--- src/rtl/pano_pkg.sv ---
package pano_pkg;
    localparam int BASE_W  = 12;
    localparam int FRAC_W  = 3;
    localparam int STEP_W  = BASE_W + FRAC_W + 1;   // one guard bit
    localparam int INC_W   = 9;
    localparam int POS_W   = 12;
    localparam int NSEG    = 5;
    localparam int NBND    = NSEG - 1;
    localparam int SEG_W   = $clog2(NSEG + 1);
    localparam int PH_W    = BASE_W + FRAC_W;
    localparam int ADV_W   = 2;
    localparam int STEP_MIN = 1024 << FRAC_W;
    localparam int STEP_MAX = (1 << PH_W) - 1;

    typedef enum logic [1:0] {
        S_IDLE = 2'd0,
        S_RUN  = 2'd1,
        S_HOLD = 2'd2
    } pano_state_e;
endpackage

--- src/rtl/pano_seg_locator.sv ---
module pano_seg_locator
    import pano_pkg::*;
#(
    parameter int N_B  = NBND,
    parameter int PW   = POS_W,
    parameter int SW   = SEG_W
) (
    input  logic [PW:0]       pos,
    input  logic [N_B*PW-1:0] bounds,
    output logic [SW-1:0]     seg
);
    logic [N_B-1:0] passed;

    for (genvar k = 0; k < N_B; k++) begin : g_cmp
        assign passed[k] = ({1'b0, bounds[k*PW +: PW]} <= pos);
    end

    always_comb begin
        seg = '0;
        for (int k = 0; k < N_B; k++) begin
            seg = seg + SW'(passed[k]);
        end
    end
endmodule

--- src/rtl/pano_step_sat.sv ---
module pano_step_sat
    import pano_pkg::*;
#(
    parameter int SW = STEP_W,
    parameter int IW = INC_W
) (
    input  logic [SW-1:0] step_in,
    input  logic [IW-1:0] inc,
    output logic [SW-1:0] step_sat
);
    localparam int XW = SW + 2;
    logic signed [XW-1:0] sum;

    always_comb begin
        sum = $signed({2'b00, step_in}) + $signed({{(XW-IW){inc[IW-1]}}, inc});
        if (sum < XW'(STEP_MIN))
            step_sat = SW'(STEP_MIN);
        else if (sum > XW'(STEP_MAX))
            step_sat = SW'(STEP_MAX);
        else
            step_sat = sum[SW-1:0];
    end
endmodule

--- src/rtl/pano_phase_acc.sv ---
module pano_phase_acc
    import pano_pkg::*;
#(
    parameter int PW = PH_W,
    parameter int AW = ADV_W
) (
    input  logic [PW-1:0] phase_in,
    input  logic [PW-1:0] step,
    output logic [AW-1:0] adv,
    output logic [PW-1:0] phase_out
);
    logic [PW+AW-1:0] total;

    always_comb begin
        total     = {{AW{1'b0}}, phase_in} + {{(AW-1){1'b0}}, step, 1'b0};
        adv       = total[PW +: AW];
        phase_out = total[PW-1:0];
    end
endmodule

--- src/rtl/pano_step_gen.sv ---
module pano_step_gen
    import pano_pkg::*;
#(
    parameter int BW   = BASE_W,
    parameter int PW   = POS_W,
    parameter int IW   = INC_W,
    parameter int NS   = NSEG
) (
    input  logic                  clk,
    input  logic                  rst_n,
    input  logic                  line_start,
    input  logic                  dp_en,
    input  logic                  pano_en,
    input  logic [BW-1:0]         base_step,
    input  logic [(NS-1)*PW-1:0]  seg_bounds,
    input  logic [PW-1:0]         line_len,
    input  logic [NS*IW-1:0]      seg_incs,
    output logic [STEP_W-1:0]     step_out,
    output logic [SEG_W-1:0]      seg_idx,
    output logic [ADV_W-1:0]      src_adv,
    output logic [PH_W-1:0]       phase_frac
);
    localparam int NB = NS - 1;

    pano_state_e state_q, state_d;

    logic [PW-1:0]     cnt_q;
    logic [PW-1:0]     cnt_inc;
    logic [PW:0]       pos_sel;
    logic [SEG_W-1:0]  seg_found;
    logic [IW-1:0]     inc_cur;
    logic [STEP_W-1:0] step_next;
    logic [STEP_W-1:0] base_q123;
    logic [ADV_W-1:0]  adv_next;
    logic [PH_W-1:0]   phase_next;
    logic              reach_end;
    logic              empty_line;

    assign cnt_inc    = cnt_q + 1'b1;
    assign pos_sel    = line_start ? '0 : {cnt_inc, 1'b0};
    assign reach_end  = ({cnt_inc, 1'b0} >= {1'b0, line_len});
    assign empty_line = (line_len == '0);
    assign inc_cur    = seg_incs[seg_idx*IW +: IW];
    assign base_q123  = (base_step < BW'(1024))
                      ? STEP_W'(STEP_MIN)
                      : {1'b0, base_step, {FRAC_W{1'b0}}};

    pano_seg_locator #(.N_B(NB), .PW(PW), .SW(SEG_W)) u_loc (
        .pos    (pos_sel),
        .bounds (seg_bounds),
        .seg    (seg_found)
    );

    pano_step_sat #(.SW(STEP_W), .IW(IW)) u_sat (
        .step_in  (step_out),
        .inc      (inc_cur),
        .step_sat (step_next)
    );

    pano_phase_acc #(.PW(PH_W), .AW(ADV_W)) u_ph (
        .phase_in  (phase_frac),
        .step      (step_out[PH_W-1:0]),
        .adv       (adv_next),
        .phase_out (phase_next)
    );

    // next-state logic
    always_comb begin
        state_d = state_q;
        if (line_start) begin
            state_d = empty_line ? S_HOLD : S_RUN;          // START / START_EMPTY
        end else begin
            unique case (state_q)
                S_IDLE: state_d = S_IDLE;
                S_RUN:  if (dp_en && reach_end) state_d = S_HOLD; // LINE_END
                S_HOLD: state_d = S_HOLD;
                default: state_d = S_IDLE;
            endcase
        end
    end

    // state register
    always_ff @(posedge clk or negedge rst_n) begin
        if (!rst_n) state_q <= S_IDLE;
        else        state_q <= state_d;
    end

    // outputs and datapath
    always_ff @(posedge clk or negedge rst_n) begin
        if (!rst_n) begin
            cnt_q      <= '0;
            step_out   <= '0;
            seg_idx    <= '0;
            src_adv    <= '0;
            phase_frac <= '0;
        end else if (line_start) begin
            cnt_q      <= '0;
            step_out   <= base_q123;
            seg_idx    <= seg_found;
            src_adv    <= '0;
            phase_frac <= '0;
        end else if (dp_en) begin
            unique case (state_q)
                S_RUN: begin
                    cnt_q      <= cnt_inc;
                    seg_idx    <= seg_found;
                    src_adv    <= adv_next;
                    phase_frac <= phase_next;
                    if (pano_en) step_out <= step_next;
                end
                S_HOLD:  src_adv <= '0;
                S_IDLE:  ;
                default: ;
            endcase
        end
    end
endmodule

--- config.mk ---
export PLATFORM = sky130hd
export DESIGN_NAME = pano_step_gen
export DESIGN_NICKNAME = d
export VERILOG_FILES = /design/src/rtl/pano_pkg.sv /design/src/rtl/pano_seg_locator.sv /design/src/rtl/pano_step_sat.sv /design/src/rtl/pano_phase_acc.sv /design/src/rtl/pano_step_gen.sv
export SDC_FILE = /design/constraint.sdc
export NUM_CORES = 1
export LEC_CHECK = 0
export BUFFER_PORTS_ARGS = -buffer_cell sky130_fd_sc_hd__buf_2
export CORE_MARGIN = 2
export CORE_UTILIZATION = 54
export CTS_CLUSTER_SIZE = 14
export DETAILED_ROUTE_END_ITERATION = 10
export PLACE_DENSITY = 0.93
export SLEW_MARGIN = 20
export SYNTH_ARGS = -nofsm -noshare
export SYNTH_HDL_FRONTEND = slang
export SYNTH_SLANG_ARGS = --single-unit
--- constraint.sdc ---
create_clock -name clk -period 4.95 [get_ports clk]
set_input_delay 0.495 -clock clk [delete_from_list [all_inputs] [get_ports clk]]
set_output_delay 0.495 -clock clk [all_outputs]
set_load 0.02 [all_outputs]
* Word-level counts from Yosys, hierarchy flattened
Index checks and enable logic that the tools add are counted.
** Word-level totals
- Register bits after elaboration :: 50
- Output and inout bits :: 36
** Cells by class
- Add/subtract/negate cells :: 6
- Multipliers :: 1
- Magnitude comparators :: 8
- Equal/unequal tests :: 3
- Shifts and indexed selects :: 1
- Multiplexer cells :: 24
- Reductions and logical operators :: 9
** Operator list (number)
- two-way mux 16 bit :: 6
- two-way mux 15 bit :: 4
- less-or-equal comparator 12 x 13 -> 1 bit :: 4
- variable part select 45 x 8 -> 9 bit :: 1
- two-way mux 12 bit :: 3
- adder 17 x 9 -> 18 bit :: 1
- > comparator 18 x 16 -> 1 bit, second input constant :: 1
- less-than comparator 18 x 15 -> 1 bit, second input constant :: 1
- adder 15 x 16 -> 17 bit :: 1
- greater-or-equal comparator 13 x 12 -> 1 bit :: 1
- two-way mux 13 bit :: 1
- adder 12 x 1 -> 12 bit, second input constant :: 1
- logical NOT 12 bit :: 1
- less-than comparator 12 x 11 -> 1 bit, second input constant :: 1
- two-way mux 2 bit :: 5
- two-way mux 3 bit :: 3
- one-hot mux 2 bit (2 select lines) :: 2
- multiplier 3 x 4 -> 7 bit, second input constant :: 1
- adder 3 x 1 -> 3 bit :: 2
- nonzero test 2 bit :: 3
- AND reduction 2 bit :: 2
- inequality test 3 bit, second input constant :: 1
- AND reduction 3 bit :: 1
- nonzero test 3 bit :: 1
- other kinds (4) :: 4

* Depth between registers and ports, before layout
Gate-level depths: netlist of run 1.
- Word-level depth :: 10
- Depth in mapped cells :: 17

* Cells and area by module
From an unflattened synthesis of run 1, not the netlist that was laid out.
** Second synthesis, totals
- Cells, all modules :: 769
- Area total of the unflattened synthesis :: 6278.5 sq um
** Modules (own cells, without submodules)
- pano_step_gen :: times used 1, cells an instance 377, area each 3133.0 sq um
- pano_seg_locator :: times used 1, cells an instance 142, area each 1217.4 sq um
- pano_step_sat :: times used 1, cells an instance 149, area each 1192.4 sq um
- pano_phase_acc :: times used 1, cells an instance 101, area each 735.7 sq um

* Least setup slack after synthesis of run 1
No wires, ideal clock.
- Path kind :: register to register
- Start :: register seg_idx[0]
- End :: register step_out[10]
- Arrival :: 3.937 ns
- Required time :: 4.825 ns
- Path slack :: 0.887 ns
- Stages on the path, launching flop included :: 15
- Buffers on the path :: 2
- Path through :: dfrtp_1 -> nor2b_1 -> clkbuf_1 -> a21oi_1 -> o22ai_1 -> ha_1 -> a211oi_2 -> o21bai_2 -> o311ai_4 -> a31oi_1 -> or3_4 -> mux2_4 -> o41ai_2 -> buf_6 -> o21ai_2
** On the way
- Word-level cells in the longest chain between the ends :: 10
- Elaborated cells between the ends (all ways) :: 11
- Those cells by class :: 1 x add/sub; 1 x mul; 2 x order compare; 1 x shift; 6 x mux
** Ends and longest elaborated chain
- start: declaration :: line pano_step_gen.sv:19 : output logic [SEG_W-1:0] seg_idx,
- start signal: assignment :: line pano_step_gen.sv:99 : seg_idx <= seg_found;
- start signal: assignment :: line pano_step_gen.sv:106 : seg_idx <= seg_found;
- multiplier 3 x 4 -> 7 bit * :: line pano_step_gen.sv:43 : assign inc_cur = seg_incs[seg_idx*IW +: IW];
- variable part select 45 x 8 -> 9 bit * :: line pano_step_gen.sv:43
- adder 17 x 9 -> 18 bit * :: line pano_step_sat.sv:15 : sum = $signed({2'b00, step_in}) + $signed({{(XW-IW){inc[IW-1]}}, inc});
- > comparator 18 x 16 -> 1 bit :: line pano_step_sat.sv:18 : else if (sum > XW'(STEP_MAX))
- two-way mux 16 bit :: line pano_step_sat.sv:18
- two-way mux 16 bit * :: line pano_step_sat.sv:16 : if (sum < XW'(STEP_MIN))
- two-way mux 16 bit * :: line pano_step_gen.sv:109 : if (pano_en) step_out <= step_next;
- two-way mux 16 bit * :: line pano_step_gen.sv:103 : unique case (state_q)
- two-way mux 16 bit * :: line pano_step_gen.sv:102 : end else if (dp_en) begin
- two-way mux 16 bit * :: line pano_step_gen.sv:96 : end else if (line_start) begin
- end signal: assignment :: line pano_step_gen.sv:98 : step_out <= base_q123;
- end signal: assignment :: line pano_step_gen.sv:109
- end: declaration :: line pano_step_gen.sv:18 : output logic [STEP_W-1:0] step_out,
Mark *: on every way between the ends. The rest lies on a longest branch, timed or not. The select of a mux whose other input is x is not followed.
A chain may end at the register's enable or synchronous reset.

* Worst setup path after layout of run 1
- Start :: register seg_idx[1]
- End :: register step_out[0]
Same word-level chain as after synthesis.

==> results of run 1 <==
## layout make-up
cell class / count / area [um^2]
multi-input combinational: 554 / 4159
sequential: 49 / 1226
tap: 136 / 170.2
fill: 858 / 3580
inverter: 32 / 120.1
clock buffer: 6 / 82.58
clock inverter: 2 / 37.54
timing repair buffer: 166 / 855.8
## final timing paths
kind | end | cells past startpoint
max | step_out[0] | 13
max in group asynchronous | src_adv[1] | 2
min in group clk | step_out[10] | 3
min reg2reg | phase_frac[14] | 2
min | step_out[15] | 2
max reg2reg | step_out[0] | 13
## metrics by stage
stage / hold slack [ns] / setup WS (ns) / instance area [um^2]
after global placement: 0.5291 / 0.7934 / 6524
after detailed placement: 0.5417 / 0.6344 / 6524
after CTS: 0.3152 / 0.6211 / 6644
after global routing: 0.3407 / 0.2766 / 6651
final: 0.2871 / 0.5402 / 6651
after floorplan: 0.1994 / 0.8871 / 5629
## cells in the mapped netlist (11+ instances only)
cell,count
nor2_1,40
xor2_1,20
dfrtp_1,49
clkbuf_1,12
nor3_1,19
mux2i_1,19
a21o_1,15
xnor2_1,23
a21oi_1,50
inv_1,32
o21ai_0,27
o21a_1,31
a22oi_1,11
ha_1,91
nand2_1,62
## routing by layer
layer	GRT usage [%]	share of wire, %	wire length [um]	up-vias
li1	-	-	-	2739
met1	36.84	43	6769	2640
met2	47.62	47	7406	240
met3	3.127	6.7	1052	38
met4	10.34	3.3	513	0
met5	0	0	0	-
## worst max-delay path, stage by stage, from the launching register on
cell	delay, ns
dfrtp_1	0.58
nand2b_1	0.27
o22ai_1	0.58
buf_4	0.27
ha_1	0.30
a211oi_2	0.28
o21bai_2	0.13
o311ai_4	0.29
a31oi_1	0.16
or3_4	0.38
mux2_4	0.29
o41ai_2	0.34
buf_4	0.30
o21ai_0	0.13
## placed cells by master, fill, tap and decap left out, drive strengths merged, types with 10 or more instances in the layout
| cell type | Yosys | final |
|---|---|---|
| buf | 7 | 166 |
| ha | 91 | 91 |
| nand2 | 63 | 63 |
| a21oi | 50 | 50 |
| dfrtp | 49 | 49 |
| nor2 | 41 | 41 |
| o21ai | 38 | 38 |
| inv | 32 | 32 |
| o21a | 31 | 31 |
| xnor2 | 23 | 23 |
| xor2 | 20 | 20 |
| mux2i | 19 | 19 |
| nor3 | 19 | 19 |
| a21o | 16 | 16 |
| a22oi | 11 | 11 |
| nand4 | 10 | 10 |
## state kept, by name, summed over array words and instances (netlist names)
| signal | count |
|---|---|
| phase_frac | 14 |
| state_q | 2 |
| cnt_q | 12 |
| src_adv | 2 |
| seg_idx | 3 |
| step_out | 16 |
## cell families after synthesis
logic type,after synthesis,synth area share (%)
adders and majority gates,94,21.29
muxes,24,4.445
AOI/OAI and AO/OA,205,25.12
and+or+nand+nor,187,16.14
DFF,49,21.78
other,1,0.06662
buffers and inverters,54,4.468
xor gates and xnor gates,43,6.690
## power breakdown
| part | internal, mW | switching [mW] | total [mW] |
|---|---|---|---|
| Clock | 0.164 | 0.142 | 0.307 |
| Combinational | 0.505 | 0.710 | 1.21 |
| Sequential | 0.433 | 0.0512 | 0.485 |
| Total | 1.10 | 0.903 | 2.01 |
==> impl_metrics.ini, run 1 <==
[die]
start_util_pct = 55.02
core_area_um2 = 10230
die_y_um = 106.1
ios = 158
num_rows = 37
die_w_um = 106.1
die-area_um2 = 11260

[sta]
fin_tns_setup_ns = 0
finalCritPeriodShare_pct = 89.09
timing.final.crit_period_ns = 4.410
skew_ns = 0.009474
setup_viol = 0
slew_violations = 0
final_hold_viol_count = 0
tightest_slew_ns = 0.9104
max_freq_ghz = 0.2268
max-slew-margin-rel_pct = 37.74
rsz0062_at_grt = false

[yosys]
synth.top_cells.by_area = dfrtp_1 (22%), ha_1 (20%), a21oi_1 (4.4%), nand2_1 (4.1%), o21a_1 (4.1%)
synth_top_area_share_pct = 21.78
synth_edf_count = 0
synth_fp_nets = 873
yosys.area.top_type = dfrtp_1
ys_seq_elements = 49
syn_inst = 657
async_flop_share_pct = 100.0
yosysSeqAreaShare_pct = 21.78
syn-cell-area_um2 = 5629
synth_top_flop_cell = dfrtp_1
avgSynthCellArea_um2 = 8.568
yosysWarnings = 0
synth_cell_type_count = 70

[clock_tree]
cts_root_buffer = clkbuf_8
postCtsHoldBufs = 0
path_clk_slew_ns = 0.09
clock_latency_ns = 0.31
cts_resized = 0
numCtsBuffers = 5
htree_levels = 2
postCtsSetupRepairBufs = 0
clockBufferDepth = 2
clock_sinks = 49
cts_tree = yes

[run]
maxCapViolCount = 0

[placed_design]
place_inst = 937
io_buffers = 156
gp_congestion = 0.9117
hpwl_mm = 12.49

[setup_path]
end_kind = flop
cp.required_ns = 5.14
r2r_slack_ns = 0.54
worstPathArrival_ns = 4.60
worstSetupStartpointType = flop
crit_path_max_fanout = 13
r2r-start = seg_idx[1]
startpoint = seg_idx[1]
crit_type = flop to flop

[global_route]
grt_use_total_pct = 28.07
antenna_found_initial = 0
overflow = 0
grt_pass1_vias = 5470
grt_max_degree = 50
grt_first_pass_wirelength_mm = 25.90

[power_and_ir_drop]
power.density_nw_per_um2 = 301.6
vdd_drop_max_v = 0.0002612
p_leak_nw = 3.348
power.total_mw = 2.006

[outcome]
status = finished clean

[detailed_routing]
via_per_inst = 5.986
wire_per_inst_um = 16.66
drc_errors = 0
num_vias = 5657
dr.pass1.iters = 5
ant_nets = 0
wirelength_mm = 15.74
initialDrtViolationCount = 352

[min_path]
min_path_type = input port to asynchronous set/reset pin

[layout]
antenna_cells = 0
fin_cells = 945
nNetsFinal = 1024
synthToLayoutAreaGrowth_pct = 18.16
utilization_pct = 65.01
drive_above_1_share_pct = 25.96
Power figures use the tool's default switching activity.
==> inputs of run 2 (changes only) <==
--- a/config.mk
+++ b/config.mk
@@ -5,12 +5,14 @@
 export SDC_FILE = /design/constraint.sdc
 export NUM_CORES = 1
 export LEC_CHECK = 0
-export BUFFER_PORTS_ARGS = -buffer_cell sky130_fd_sc_hd__buf_2
+export BUFFER_PORTS_ARGS = -buffer_cell sky130_fd_sc_hd__buf_4
+export CELL_PAD_IN_SITES_DETAIL_PLACEMENT = 1
+export CELL_PAD_IN_SITES_GLOBAL_PLACEMENT = 1
 export CORE_MARGIN = 2
-export CORE_UTILIZATION = 54
+export CORE_UTILIZATION = 40
 export CTS_CLUSTER_SIZE = 14
 export DETAILED_ROUTE_END_ITERATION = 10
-export PLACE_DENSITY = 0.93
+export PLACE_DENSITY = 0.94
 export SLEW_MARGIN = 20
 export SYNTH_ARGS = -nofsm -noshare
 export SYNTH_HDL_FRONTEND = slang
==> impl_metrics.ini, run 2 (synthesized netlist as in run 1, its figures left out) <==
[layout]
fin_cells = 986
utilization_pct = 51.28
regMostFlops = step_out
multi_input_area_um2 = 4151
final_common_cell = buf_4
drive_above_1_share_pct = 25.31
final_cell_mix = buf_4 (163), ha_1 (91), nand2_1 (62)
reg_top3 = step_out: 16 flops, phase_frac: 14 flops, cnt_q: 12 flops
largest_reg_flops = 16
n_fill_cell = 1676
ff_latch_area_um2 = 1226
antenna_cells = 0
synthToLayoutAreaGrowth_pct = 25.96
nNetsFinal = 1021

[sta]
timing.final.crit_period_ns = 4.603
finalCritPeriodShare_pct = 92.99
final_hold_viol_count = 0
rsz0062_at_grt = false
max_freq_ghz = 0.2172
fin_tns_setup_ns = 0
holdWs_ns = 0.2303
setup_viol = 0
skew_ns = 0.007753
slew_violations = 0
tightest_slew_ns = 1.023
max-slew-margin-rel_pct = 31.80

[power_and_ir_drop]
p_leak_nw = 3.452
switching_share_pct = 45.21
seq_power_share_pct = 23.0
combPwrFrac_pct = 60.8
power.density_nw_per_um2 = 300.4
vdd_drop_max_v = 0.0002015
p_int_mw = 1.167
power.share.clock_pct = 16.2
power.total_mw = 2.130
power_switching_mw = 0.9631

[setup_path]
crit_path_max_fanout = 13
crit_type = flop to flop
worstSetupStartpointType = flop
end_kind = flop
worstPathArrival_ns = 4.77
cp.required_ns = 5.12

[min_path]
min_path_type = input port to asynchronous set/reset pin

[clock_tree]
postCtsHoldBufs = 0
path_clk_slew_ns = 0.07
clock_sinks = 49
cts_resized = 0
htree_levels = 2
clock_latency_ns = 0.29
numCtsBuffers = 5
cts_tree = yes
postCtsSetupRepairBufs = 0
cts_root_buffer = clkbuf_16
clockBufferDepth = 2

[die]
core_area_um2 = 13830
ios = 158
die_w_um = 122.6
die_y_um = 122.6
num_rows = 43
die-area_um2 = 15040
start_util_pct = 40.71

[placed_design]
io_buffers = 156
gp_congestion = 0.8685
place_inst = 978
hpwl_mm = 15.76

[detailed_routing]
num_vias = 5717
via_per_inst = 5.798
drc_errors = 0
ant_nets = 0
dr.pass1.iters = 4
wirelength_mm = 19.36
initialDrtViolationCount = 274
wire_per_inst_um = 19.63

[outcome]
status = finished clean

[global_route]
overflow = 0
grt_max_degree = 50
antenna_found_initial = 0
grt_first_pass_wirelength_mm = 30.41
grt_use_total_pct = 25.73
grt_pass1_vias = 6248

[run]
maxCapViolCount = 0
run 2: stage by stage:
step	area [um^2]	setup WS [ns]
after floorplan	5629	0.8871
after global placement	6939	0.7415
after detailed placement	6947	0.4122
after CTS	7091	0.4001
after global routing	7091	0.03148
final	7091	0.3470
run 2: worst max-delay path, stage by stage (launching register included):
cell	delay (ns)
dfrtp_1	0.59
nor2b_1	0.63
a21oi_1	0.15
o22ai_1	0.16
ha_1	0.23
inv_1	0.07
fa_1	0.41
nand2b_1	0.20
a21oi_1	0.30
o21ai_1	0.18
a21boi_2	0.27
a31o_2	0.21
mux2_4	0.31
o41ai_2	0.35
buf_4	0.30
o21ai_0	0.13
run 2: metal layers:
layer / global-route usage (%) / share of wire (%) / up-vias
li1: - / - / 2721
met1: 27.96 / 39 / 2767
met3: 4.414 / 5.6 / 49
met2: 49.34 / 52 / 180
met5: 0 / 0 / -
met4: 9.626 / 3.0 / 0
run 2: final cells by class:
type                            count  share of cell area [%]
Clock buffer                        6                   1.818
Clock inverter                      2                  0.2118
Inverter                           32                   1.694
Multi-Input combinational cell    554                   58.55
Sequential cell                    49                   17.29
Tap cell                          180                   3.176
Timing Repair Buffer              163                   17.26
run 2: final timing paths:
kind                                      from              to  slack [ns]  cells past startpoint
worst min-delay path                     rst_n  phase_frac[10]        0.23                      1
worst max register to register      seg_idx[2]     step_out[1]        0.35                     15
worst max-delay path                seg_idx[2]     step_out[1]        0.35                     15
min in group clk                  base_step[9]    step_out[12]        0.43                      3
worst min register to register  phase_frac[14]  phase_frac[14]        0.55                      2
max in group asynchronous                rst_n      seg_idx[1]        4.28                      1
run 2: power by group through the flow:
stage                     clock network [mW]  logic, mW  registers (mW)
after floorplan                            0      0.888           0.509
after global placement                     0       1.22           0.496
after detailed placement                   0       1.27           0.496
after CTS                              0.350       1.28           0.489
after global routing                   0.367       1.41           0.494
final                                  0.346       1.29           0.490
==> inputs of run 3 (changes only) <==
--- a/config.mk
+++ b/config.mk
@@ -12,7 +12,8 @@
 export CORE_UTILIZATION = 40
 export CTS_CLUSTER_SIZE = 14
 export DETAILED_ROUTE_END_ITERATION = 10
-export PLACE_DENSITY = 0.94
+export GPL_ROUTABILITY_DRIVEN = 0
+export PLACE_DENSITY_LB_ADDON = 0.1
 export SLEW_MARGIN = 20
 export SYNTH_ARGS = -nofsm -noshare
 export SYNTH_HDL_FRONTEND = slang
==> impl_metrics.ini, run 3 (synthesized netlist as in run 1, its figures left out) <==
[outcome]
status = finished clean

[sta]
max-slew-margin-rel_pct = 34.96
max_freq_ghz = 0.2280
worst_slack_ns = 0.5637
final_hold_viol_count = 0
tightest_slew_ns = 0.9510
fin_tns_setup_ns = 0
finalCritPeriodShare_pct = 88.61
slew_violations = 0
timing.final.crit_period_ns = 4.386
setup_viol = 0
holdWs_ns = 0.2208
skew_ns = 0.01054
rsz0062_at_grt = false

[layout]
n_fill_cell = 1641
ff_latch_area_um2 = 1226
antenna_cells = 0
final_common_cell = buf_4
fin_cells = 986
multi_input_area_um2 = 4161
regMostFlops = step_out
nNetsFinal = 1021
drive_above_1_share_pct = 25.81
fin_area_um2 = 7126
largest_reg_flops = 16
synthToLayoutAreaGrowth_pct = 26.58
final_cell_mix = buf_4 (163), ha_1 (91), nand2_1 (62)
reg_top3 = step_out: 16 flops, phase_frac: 14 flops, cnt_q: 12 flops
utilization_pct = 51.53

[detailed_routing]
ant_nets = 0
via_per_inst = 5.702
num_vias = 5622
drc_errors = 0
dr.pass1.iters = 4
wirelength_mm = 18.60
wire_per_inst_um = 18.86
initialDrtViolationCount = 186

[setup_path]
r2r-start = seg_idx[2]
r2r_slack_ns = 0.56
cp.required_ns = 5.11
worstSetupStartpointType = flop
rr_worst_depth = 15
crit_type = flop to flop
critPathTopFamily = compound AO/OA/AOI/OAI gates
crit_chain = nor2b_2 -> a21oi_1 -> o22ai_1 -> ha_1 -> inv_1 -> fa_1 -> nand2b_1 -> a21oi_1 -> o21ai_1 -> a21boi_2 -> a31o_2 -> mux2_4 -> o41ai_2 -> buf_4 -> o21ai_0
worstPathArrival_ns = 4.54
path_buf_inv = 2
max_stage_delay_ns = 0.60
rr_endpoint = step_out[0]
crit_slowest_cell = dfrtp_1
cpMostUsedCell = a21oi_1
end_kind = flop
crit_path_max_fanout = 13

[global_route]
grt_use_total_pct = 25.37
grt_pass1_vias = 6029
grt_max_degree = 50
grt_use_met3_pct = 2.649
overflow = 0
grt_util_met2_pct = 46.56
met1_usage_pct = 30.85
top_usage_layer = met2
antenna_found_initial = 0
grt_first_pass_wirelength_mm = 30.09

[power_and_ir_drop]
power.total_mw = 2.174
p_leak_nw = 3.474
vdd_drop_max_v = 0.0001755
power.density_nw_per_um2 = 305.1

[clock_tree]
htree_levels = 2
cts_root_buffer = clkbuf_16
postCtsSetupRepairBufs = 0
clock_latency_ns = 0.30
numCtsBuffers = 5
postCtsHoldBufs = 0
cts_resized = 0
clock_sinks = 49
cts_tree = yes
clockBufferDepth = 2
path_clk_slew_ns = 0.07

[die]
die_y_um = 122.6
die_w_um = 122.6
die-area_um2 = 15040
core_area_um2 = 13830
ios = 158
start_util_pct = 40.71
num_rows = 43

[placed_design]
placed_cell_area_um2 = 6950
io_buffers = 156
hpwl_mm = 15.21
place_inst = 978
detailedPlace.worstSlack_ns = 0.4719

[run]
maxCapViolCount = 0

[min_path]
min_path_type = input port to asynchronous set/reset pin
[run 3: layout make-up]
type                       count  share of cell area [%]
tap                          180                   3.161
inverter                      32                   1.686
clock buffer                   5                   1.756
timing repair buffer         163                   17.17
clock inverter                 3                  0.6146
multi-input combinational    554                   58.40
sequential                    49                   17.21
[run 3: power breakdown]
part           switching, mW  internal, mW  total (mW)
Combinational          0.742         0.548        1.29
Sequential            0.0479         0.434       0.482
Clock                  0.162         0.240       0.402
Total                  0.952          1.22        2.17
[run 3: worst max-delay path by stage]
stage | cells past startpoint | endpoint | slack (ns) | startpoint
floorplan | 14 | step_out[10] | 0.89 | seg_idx[0]
global placement | 15 | step_out[0] | 0.64 | seg_idx[2]
CTS | 15 | step_out[0] | 0.38 | seg_idx[2]
global route | 15 | step_out[0] | 0.23 | seg_idx[2]
detailed placement | 15 | step_out[1] | 0.47 | seg_idx[2]
finish | 15 | step_out[0] | 0.56 | seg_idx[2]
[run 3: per-layer routing]
layer,up-vias,share of wire [%]
met5,-,0
met4,0,2.5
met3,35,4.0
met2,133,51
met1,2730,42
li1,2724,-
